### config.mk
export PLATFORM = sky130hd
export DESIGN_NAME = irq_entry_seq
export DESIGN_NICKNAME = d
export VERILOG_FILES = /design/src/rtl/irq_seq_pkg.sv /design/src/rtl/irq_prio_pick.sv /design/src/rtl/irq_status_reg.sv /design/src/rtl/irq_frame_fsm.sv /design/src/rtl/irq_entry_seq.sv
export SDC_FILE = /design/constraint.sdc
export NUM_CORES = 1
export LEC_CHECK = 0
export ABC_CLOCK_PERIOD_IN_PS = 4500
export BUFFER_PORTS_ARGS = -buffer_cell sky130_fd_sc_hd__buf_2
export CORE_UTILIZATION = 45
export CTS_CLUSTER_DIAMETER = 100
export DETAILED_ROUTE_END_ITERATION = 8
export PLACE_DENSITY = 0.82
export SLEW_MARGIN = 20
export SYNTH_ARGS = -nofsm -noshare
export SYNTH_HDL_FRONTEND = slang
export SYNTH_SLANG_ARGS = --single-unit
### constraint.sdc
create_clock -name clk -period 4.5 [get_ports clk]
set_input_delay 0.9 -clock clk [delete_from_list [all_inputs] [get_ports clk]]
set_output_delay 0.9 -clock clk [all_outputs]
set_load 0.03 [all_outputs]
### src/rtl/irq_seq_pkg.sv
// Package: shared state encoding for the interrupt entry/return sequencer.
// Assumes: nothing beyond standard SystemVerilog.
package irq_seq_pkg;
    typedef enum logic [1:0] {
        ST_IDLE = 2'd0,
        ST_PUSH = 2'd1,
        ST_VEC  = 2'd2,
        ST_POP  = 2'd3
    } seq_state_t;
endpackage

### src/rtl/irq_prio_pick.sv
// Lowest-index-first picker: grants the lowest set bit of req and encodes it.
// Assumes: N >= 2. Purely combinational.
module irq_prio_pick #(
    parameter int N = 8
) (
    input  logic [N-1:0]         req,
    output logic                 any,
    output logic [N-1:0]         grant,
    output logic [$clog2(N)-1:0] idx
);
    localparam int IW = $clog2(N);

    logic [N:0] below;

    assign below[0] = 1'b0;

    genvar g;
    generate
        for (g = 0; g < N; g++) begin : g_chain
            assign below[g+1] = below[g] | req[g];
            assign grant[g]   = req[g] & ~below[g];
        end
    endgenerate

    assign any = below[N];

    // Encode the one-hot grant as a binary index.
    always_comb begin
        idx = '0;
        for (int i = 0; i < N; i++) begin
            if (grant[i]) idx = idx | IW'(i);
        end
    end
endmodule

### src/rtl/irq_status_reg.sv
// Interrupt status word: clear mask applied first, then set mask ORed in,
// so a new request wins over a same-cycle clear.
// Assumes: synchronous active-low reset.
module irq_status_reg #(
    parameter int N = 8
) (
    input  logic         clk,
    input  logic         rst_n,
    input  logic [N-1:0] set_mask,
    input  logic [N-1:0] clr_mask,
    output logic [N-1:0] status
);
    // Hold pending requests until serviced.
    always_ff @(posedge clk) begin
        if (!rst_n) status <= '0;
        else        status <= (status & ~clr_mask) | set_mask;
    end
endmodule

### src/rtl/irq_frame_fsm.sv
// Frame sequencer: pushes the context frame and loads the vector on entry,
// pops the frame on return, and owns the global interrupt enable.
// Assumes: combinational memory read; CPU holds pc/fl/sp stable while busy.
module irq_frame_fsm
    import irq_seq_pkg::*;
#(
    parameter int                DW         = 8,
    parameter int                NIRQ       = 8,
    parameter int                NSAVE      = 7,
    parameter int                STATUS_REG = 6,
    parameter logic [DW-1:0]     VEC_BASE   = 8'hF8
) (
    input  logic                       clk,
    input  logic                       rst_n,
    input  logic                       take,
    input  logic                       ret_go,
    input  logic [$clog2(NIRQ)-1:0]    win,
    input  logic [NIRQ-1:0]            status,
    input  logic [DW-1:0]              pc_i,
    input  logic [DW-1:0]              fl_i,
    input  logic [DW-1:0]              sp_i,
    output logic [$clog2(NSAVE+1)-1:0] reg_raddr,
    input  logic [DW-1:0]              reg_rdata,
    output logic                       reg_we,
    output logic [$clog2(NSAVE+1)-1:0] reg_waddr,
    output logic [DW-1:0]              reg_wdata,
    output logic [DW-1:0]              mem_addr,
    output logic                       mem_we,
    output logic [DW-1:0]              mem_wdata,
    input  logic [DW-1:0]              mem_rdata,
    output logic                       pc_we,
    output logic [DW-1:0]              pc_wdata,
    output logic                       fl_we,
    output logic [DW-1:0]              fl_wdata,
    output logic                       idle,
    output logic                       ien
);
    localparam int IW     = $clog2(NIRQ);
    localparam int RW     = $clog2(NSAVE + 1);
    localparam int FRAME  = NSAVE + 2;
    localparam int SW     = $clog2(FRAME + 1);
    localparam int SP_REG = NSAVE;
    localparam logic [SW-1:0] LAST = SW'(FRAME - 1);

    seq_state_t      state;
    logic [SW-1:0]   step;
    logic [DW-1:0]   sp_w;
    logic [IW-1:0]   num;
    logic [DW-1:0]   sp_dn;
    logic [DW-1:0]   sp_up;
    logic [RW-1:0]   push_reg;
    logic [RW-1:0]   pop_reg;

    assign sp_dn    = sp_w - DW'(1);
    assign sp_up    = sp_w + DW'(1);
    assign push_reg = RW'(step - SW'(2));
    assign pop_reg  = RW'(SW'(NSAVE - 1) - step);
    assign idle     = (state == ST_IDLE);

    // Advance the sequence, track the working stack pointer and enable.
    always_ff @(posedge clk) begin
        if (!rst_n) begin
            state <= ST_IDLE;
            step  <= '0;
            sp_w  <= '0;
            num   <= '0;
            ien   <= 1'b1;
        end else begin
            case (state)
                ST_IDLE: begin
                    step <= '0;
                    if (ret_go) begin
                        state <= ST_POP;
                        sp_w  <= sp_i;
                    end else if (take) begin
                        state <= ST_PUSH;
                        sp_w  <= sp_i;
                        num   <= win;
                        ien   <= 1'b0;
                    end
                end
                ST_PUSH: begin
                    sp_w <= sp_dn;
                    if (step == LAST) state <= ST_VEC;
                    else              step  <= step + SW'(1);
                end
                ST_VEC: begin
                    state <= ST_IDLE;
                end
                ST_POP: begin
                    sp_w <= sp_up;
                    if (step == LAST) begin
                        state <= ST_IDLE;
                        ien   <= 1'b1;
                    end else begin
                        step <= step + SW'(1);
                    end
                end
                default: state <= ST_IDLE;
            endcase
        end
    end

    // Drive memory, register file, PC and flag ports for the current step.
    always_comb begin
        reg_raddr = '0;
        reg_we    = 1'b0;
        reg_waddr = '0;
        reg_wdata = '0;
        mem_addr  = '0;
        mem_we    = 1'b0;
        mem_wdata = '0;
        pc_we     = 1'b0;
        pc_wdata  = '0;
        fl_we     = 1'b0;
        fl_wdata  = '0;
        case (state)
            ST_PUSH: begin
                mem_we   = 1'b1;
                mem_addr = sp_dn;
                if (step == SW'(0)) begin
                    mem_wdata = pc_i;
                end else if (step == SW'(1)) begin
                    mem_wdata = fl_i;
                end else begin
                    reg_raddr = push_reg;
                    if (push_reg == RW'(STATUS_REG)) mem_wdata = DW'(status);
                    else                             mem_wdata = reg_rdata;
                end
            end
            ST_VEC: begin
                mem_addr  = VEC_BASE + DW'(num);
                pc_we     = 1'b1;
                pc_wdata  = mem_rdata;
                reg_we    = 1'b1;
                reg_waddr = RW'(SP_REG);
                reg_wdata = sp_w;
            end
            ST_POP: begin
                mem_addr = sp_w;
                if (step < SW'(NSAVE)) begin
                    if (pop_reg != RW'(STATUS_REG)) begin
                        reg_we    = 1'b1;
                        reg_waddr = pop_reg;
                        reg_wdata = mem_rdata;
                    end
                end else if (step == SW'(NSAVE)) begin
                    fl_we    = 1'b1;
                    fl_wdata = mem_rdata;
                end else begin
                    pc_we     = 1'b1;
                    pc_wdata  = mem_rdata;
                    reg_we    = 1'b1;
                    reg_waddr = RW'(SP_REG);
                    reg_wdata = sp_up;
                end
            end
            default: ;
        endcase
    end
endmodule

### src/rtl/irq_entry_seq.sv
// Top: combines status latching, priority pick and frame sequencing.
// Assumes: boundary/iret_req come from the CPU control unit; the CPU stalls
// fetch while busy is high and presents a stable pc_i/fl_i/sp_i.
module irq_entry_seq #(
    parameter int            DW         = 8,
    parameter int            NIRQ       = 8,
    parameter int            NSAVE      = 7,
    parameter int            STATUS_REG = 6,
    parameter logic [DW-1:0] VEC_BASE   = 8'hF8
) (
    input  logic                       clk,
    input  logic                       rst_n,
    input  logic [NIRQ-1:0]            irq_lines,
    input  logic                       int_req,
    input  logic [$clog2(NIRQ)-1:0]    int_num,
    input  logic                       iret_req,
    input  logic                       boundary,
    input  logic [NIRQ-1:0]            im,
    input  logic [DW-1:0]              pc_i,
    input  logic [DW-1:0]              fl_i,
    input  logic [DW-1:0]              sp_i,
    output logic [$clog2(NSAVE+1)-1:0] reg_raddr,
    input  logic [DW-1:0]              reg_rdata,
    output logic                       reg_we,
    output logic [$clog2(NSAVE+1)-1:0] reg_waddr,
    output logic [DW-1:0]              reg_wdata,
    output logic [DW-1:0]              mem_addr,
    output logic                       mem_we,
    output logic [DW-1:0]              mem_wdata,
    input  logic [DW-1:0]              mem_rdata,
    output logic                       pc_we,
    output logic [DW-1:0]              pc_wdata,
    output logic                       fl_we,
    output logic [DW-1:0]              fl_wdata,
    output logic                       busy,
    output logic                       ien,
    output logic [NIRQ-1:0]            is_o
);
    localparam int IW = $clog2(NIRQ);

    logic [NIRQ-1:0] pending;
    logic [NIRQ-1:0] grant;
    logic [NIRQ-1:0] set_mask;
    logic [NIRQ-1:0] clr_mask;
    logic [IW-1:0]   win;
    logic            any;
    logic            idle;
    logic            take;
    logic            ret_go;

    assign pending  = im & is_o;
    assign ret_go   = idle & iret_req;
    assign take     = idle & ~iret_req & boundary & ien & any;
    assign clr_mask = take ? grant : '0;
    assign set_mask = irq_lines | (int_req ? (NIRQ'(1) << int_num) : '0);
    assign busy     = ~idle | take | ret_go;

    irq_status_reg #(.N(NIRQ)) u_status (
        .clk      (clk),
        .rst_n    (rst_n),
        .set_mask (set_mask),
        .clr_mask (clr_mask),
        .status   (is_o)
    );

    irq_prio_pick #(.N(NIRQ)) u_pick (
        .req   (pending),
        .any   (any),
        .grant (grant),
        .idx   (win)
    );

    irq_frame_fsm #(
        .DW         (DW),
        .NIRQ       (NIRQ),
        .NSAVE      (NSAVE),
        .STATUS_REG (STATUS_REG),
        .VEC_BASE   (VEC_BASE)
    ) u_fsm (
        .clk       (clk),
        .rst_n     (rst_n),
        .take      (take),
        .ret_go    (ret_go),
        .win       (win),
        .status    (is_o),
        .pc_i      (pc_i),
        .fl_i      (fl_i),
        .sp_i      (sp_i),
        .reg_raddr (reg_raddr),
        .reg_rdata (reg_rdata),
        .reg_we    (reg_we),
        .reg_waddr (reg_waddr),
        .reg_wdata (reg_wdata),
        .mem_addr  (mem_addr),
        .mem_we    (mem_we),
        .mem_wdata (mem_wdata),
        .mem_rdata (mem_rdata),
        .pc_we     (pc_we),
        .pc_wdata  (pc_wdata),
        .fl_we     (fl_we),
        .fl_wdata  (fl_wdata),
        .idle      (idle),
        .ien       (ien)
    );
endmodule

Word level (Yosys, flattened, before mapping)
Cells that the tools add are included.
{"block": "word_totals", "register_bits": 26, "elab_cells": 130, "output_inout_bits": 60, "inputBits": 64}
{"block": "op_classes", "bitwise": 36, "reduce_logical": 11, "n_mux": 55, "n_shift": 1, "eq_ne": 14, "n_addsub": 6, "magnitude_cmp": 1}
{"cell": "$mux 8", "n": 16}
{"cell": "$pmux 8 s3", "n": 2}
{"cell": "$pmux 8 s2", "n": 2}
{"cell": "$mux 3", "n": 10}
{"cell": "$and 8x8->8", "n": 2}
{"cell": "$or 8x8->8", "n": 2}
{"cell": "$and 1x1->1", "n": 12}
{"cell": "$mux 1", "n": 12}
{"cell": "$mux 2", "n": 6}
{"cell": "$not 1->1", "n": 10}
{"cell": "$or 1x1->1", "n": 9}
{"cell": "$add 8x1->8 const B", "n": 1}
{"cell": "$not 8->8", "n": 1}
{"cell": "$pmux 2 s4", "n": 1}
{"cell": "$pmux 4 s2", "n": 1}
{"cell": "$shl 1x3->8 const A", "n": 1}
{"cell": "$sub 8x1->8 const B", "n": 1}
{"cell": "$ne 2x1->1 const B", "n": 3}
{"cell": "$pmux 1 s2", "n": 3}
{"cell": "$pmux 3 s2", "n": 1}
{"cell": "$reduce_and 3->1", "n": 2}
{"cell": "$add 4x4->5 const A", "n": 1}
{"cell": "$add 4x1->4 const B", "n": 1}
{"cell": "$eq 2x2->1 const B", "n": 2}
{"cell": "other kinds (19)", "n": 22}

Logic depth before layout (Yosys ltp)
{"block": "logic_depth", "depth_word": 13, "depth_mapped": 8, "ltp_nobuf": 7}

Modules after synthesis
Synthesis repeated with hierarchy kept, for this count alone.
{"block": "unflattened", "hier_cells": 370, "area_unflattened_um2": 2702.6}
{"mod": "irq_frame_fsm", "area_each_um2": 1953.1, "seq_area_each_um2": 360.3, "cells_each": 278, "n_inst": 1}
{"mod": "irq_status_reg", "area_each_um2": 337.8, "seq_area_each_um2": 160.2, "cells_each": 25, "n_inst": 1}
{"mod": "irq_entry_seq", "area_each_um2": 265.3, "seq_area_each_um2": 0.0, "cells_each": 43, "n_inst": 1}
{"mod": "irq_prio_pick", "area_each_um2": 146.4, "seq_area_each_um2": 0.0, "cells_each": 24, "n_inst": 1}

Least setup slack after synthesis
No wires, ideal clock.
{"block": "synth_path", "path_type": "input-to-output", "startpoint": "in im[2]", "endpoint": "out busy", "slack_ps": 1248, "required_time_ps": 3600, "cell_stages": 5, "arrival_ps": 2352, "n_path_buf": 1, "cell_sequence": "a222oi_1 -> nand4_1 -> and2_1 -> buf_2 -> or3_1"}
{"block": "synth_between", "elab_chain_len": 10}
{"item": "start: declaration", "line_no": "irq_entry_seq.sv:18", "source": "input logic [NIRQ-1:0] im,"}
{"item": "$and 8x8->8", "line_no": "irq_entry_seq.sv:51", "source": "assign pending = im & is_o;"}
{"item": "$or 1x1->1 (6 in a row)", "line_no": "irq_prio_pick.sv:20", "source": "assign below[g+1] = below[g] | req[g];"}
{"item": "$and 1x1->1", "line_no": "irq_entry_seq.sv:53", "source": "assign take = idle & ~iret_req & boundary & ien & any;"}
{"item": "$or 1x1->1 (2 in a row)", "line_no": "irq_entry_seq.sv:56", "source": "assign busy = ~idle | take | ret_go;"}
{"item": "end: declaration", "line_no": "irq_entry_seq.sv:35", "source": "output logic busy,"}
Every way passes these cells.

Worst setup path after layout
Ends and elaborated chain as after synthesis.

==> run summary <==
In this run the clock root is driven by a clkbuf_8. The width of the die is 76.2 µm. VDD sags by at most 189 µV.

TritonCTS built the clock tree. In this run the static leakage power is 1.54 nW. The count of nets left with antenna violations once routing finished came out at 0. The run finished with clean final reports. Along the worst path, the maximum fanout reaches 7.

Input and output buffers added on the ports amount to 123. A synthesized cell averages 6.92 µm². Across all layers, the routed design uses 3064 vias.

Portion of total power attributed to the clock network: 20.8%. The most used flip-flop cell after synthesis is dfxtp_1. The residual DRC count was 0.

The initialized floorplan defines 26 standard-cell rows. The logs give 0 for the count of maximum capacitance violations and 0.28 ns for the clock insertion delay at the later pin of the skew report. The logs give 517 for the count of filler cells inserted in the layout and 0 for the number of setup buffers added after CTS. Synthesis handed over a netlist of 358 instances. The logs give 26.4% for the global-route usage over all layers and 13000 µm for the first-pass GRT wire length. The run gives 0 as the total of cells resized after clock tree synthesis. Once the floorplan was initialized, standard cells occupied 47.6% of the core. Dividing total power by cell area gives a power density of 309 nW/µm². In this run the worst hold path is classified as register to register. Final hold analysis gives a worst-case slack of 0.511 ns. For the final number of hold-violating endpoints, the log shows 0.

Per report_power, the combinational group accounts for 47.5% of the total. Summed over all layers, the routed wires come to 7800 µm. Summed over all nets, the half-perimeter wirelength after detailed placement is 5950 µm. Number of clock sinks seen by CTS: 26. The start-to-end type of the worst setup path is input pin to output pin. Dividing the detail-routed wire length by the instance count gives 14.7 µm.

The post-synthesis async set-or-reset flop share is 0%, and the vertical die dimension is 76.2 µm. Counting every net in the synthesized netlist gives 428. The logs give 1810 µm² for the area occupied by multi-input gates and 0 ns for the sum of negative setup slack. For this design the total switching power over the nets is 0.432 mW. The tools report the critical path endpoint category as an output pin.

The tools report the final setup violation count as 0. Cell internal power was estimated by the tool at 0.542 mW. Entering global routing, the biggest net connects 31 pins. For the worst setup path, the data required time is 3.60 ns. The die area came out at 5810 µm². Relative to the synthesized area, the layout overhead comes to 27.4%. The repair_antennas step left the layout with diodes totalling 0.

The cell area that synthesis handed to floorplanning was 2480 µm². Clock-pin slew was measured on the worst setup and hold paths at 0.09 ns. At the end of routability-driven placement, the weighted congestion stood at 0.935.

Detailed-router iteration count before antenna repair: 5. For the worst setup path, the data arrival time is 2.69 ns. The proportion of layout cells with a drive suffix above 1 was 29.1%. The number of flops mapped to enable cells by yosys is 0, and the switching share of total power is 44.3%. The logs give 0 for the count of final max-slew check failures and 0.279 GHz for the fmax. Counting flops and latches in the post-synthesis netlist gives 26.

The minimum period implied by the final worst setup slack came out at 3.59 ns. The tools report the final global-route overflow total as 0. The tools report the H-tree depth reported by CTS as 1. For this block, the initial DRC count from the detailed router was 263. The number of CTS-inserted buffers is 3. The tools report the register area as 520 µm². For the post-route clock skew, the log shows 0.00823 ns. The run gives 0 as the initial antenna violation count. After floorplanning, the core was sized to cover 5200 µm². The number of global-route vias before repair was 2756. The vias per cell came out at 5.77.

The sequential cell area fraction in the yosys report is 21.0%, and the share of the clock period used by the worst path after layout is 79.7%. For the pin with the worst max-slew slack, the measured transition is 0.914 ns. The logs give 532 for the final net count and 56 for the number of distinct library cell variants in the gate-level netlist after synthesis.

Yosys printed 0 warnings. Worst max-slew margin expressed relative to the limit: 39.0%. Setup repair after global routing left no endpoint under its margin. The number of buffers on the longest clock path was 2; the post-cts hold buffer count was 0.

STA classifies the critical path startpoint as an input pin. Of the total power, registers draw 31.7%. For the top-level port count, the log shows 124.
power by group through the flow:
stage	logic [mW]	clock network, mW	registers (mW)
2_1_floorplan	0.353	0	0.293
3_3_place_gp	0.450	0	0.310
3_5_place_dp	0.458	0	0.312
4_1_cts	0.461	0.203	0.306
5_1_grt	0.504	0.214	0.315
6_report	0.463	0.203	0.309
worst paths after layout:
check / start / to / slack (ns) / depth (start not counted)
worst max-delay path: im[2] / busy / 0.91 / 6
worst min-delay path: u_fsm.num[0] / u_fsm.num[0] / 0.51 / 2
worst max register to register: u_fsm.state[1] / u_fsm.sp_w[0] / 2.02 / 5
worst min register to register: u_fsm.num[0] / u_fsm.num[0] / 0.51 / 2
metrics by stage:
stage | instance area (µm²) | power, mW | std cells | setup slack, ns | utilization [%]
finish | 3160 | 0.974 | 531 | 0.912 | 60.7
global route | 3160 | 1.03 | 531 | 0.687 | 60.7
detailed placement | 3090 | 0.770 | 527 | 0.986 | 59.3
CTS | 3160 | 0.970 | 531 | 0.944 | 60.7
global placement | 3090 | 0.760 | 527 | 1.05 | 59.3
floorplan | 2480 | 0.645 | 358 | 1.25 | -
logic make-up after synthesis:
kind of cell	Yosys count	share of synthesized area, %
buffers and inverters	36	5.80
adders and majority gates	6	3.03
muxes	16	6.56
AOI/OAI and AO/OA	113	30.9
and+or+nand+nor	153	29.8
xor gates and xnor gates	8	2.83
DFF	26	21.0
synthesized netlist by cell type, drive strengths merged, types with 3 or more instances:
cell type | count | area (µm²)
nand2 | 54 | 203
nor2b | 7 | 43.8
ha | 6 | 75.1
mux2i | 14 | 140
nand4 | 5 | 31.3
inv | 11 | 41.3
a21oi | 33 | 165
dfxtp | 26 | 521
nor2 | 27 | 101
nor4 | 3 | 18.8
and3 | 3 | 18.8
o21ai | 20 | 100
a22oi | 4 | 30.0
buf | 6 | 31.3
and2 | 21 | 131
a221o | 3 | 30.0
clkbuf | 19 | 71.3
o211ai | 8 | 60.1
a31oi | 7 | 43.8
o21a | 3 | 22.5
xnor2 | 6 | 52.6
o221ai | 7 | 73.8
a211oi | 7 | 62.6
nand3 | 16 | 80.1
nor3 | 7 | 35.0
cell usage in the layout, fill, tap and decap left out, types with 4 or more instances in the layout:
master	n
o221ai_1	5
nand2_1	54
o21ai_1	13
a211oi_1	5
nor2_1	27
dfxtp_1	26
a21oi_1	33
nand4_1	5
o21ai_0	7
inv_1	9
and2_1	21
nor3_1	7
o211ai_1	8
buf_2	123
xnor2_1	6
mux2i_1	14
a31oi_1	7
a22oi_1	4
ha_1	6
nand3_1	16
nor2b_1	7
registers in the layout, summed over array words and instances (netlist names):
register / flops
u_status.status: 8
u_fsm.ien: 1
u_fsm.sp_w: 8
u_fsm.step: 4
u_fsm.num: 3
u_fsm.state: 2
layout make-up:
cell class | instances | share of cell area [%]
clock inverter | 1 | 0.951
tap | 70 | 2.77
clock buffer | 3 | 1.31
inverter | 11 | 1.31
timing repair buffer | 124 | 19.7
sequential | 26 | 16.5
multi-input combinational | 296 | 57.4
worst max-delay path, stage by stage:
cell,delay (ns)
buf_2,0.11
a222oi_1,0.52
nand4_1,0.31
and2_1,0.33
or3_1,0.33
buf_2,0.19
routing by layer:
metal	GRT usage (%)	share of wire, %
met2	46.3	48
met1	34.8	44
met4	5.00	1.5
met3	2.75	6.5
met5	0	0
(Power assumes the default switching activity.)
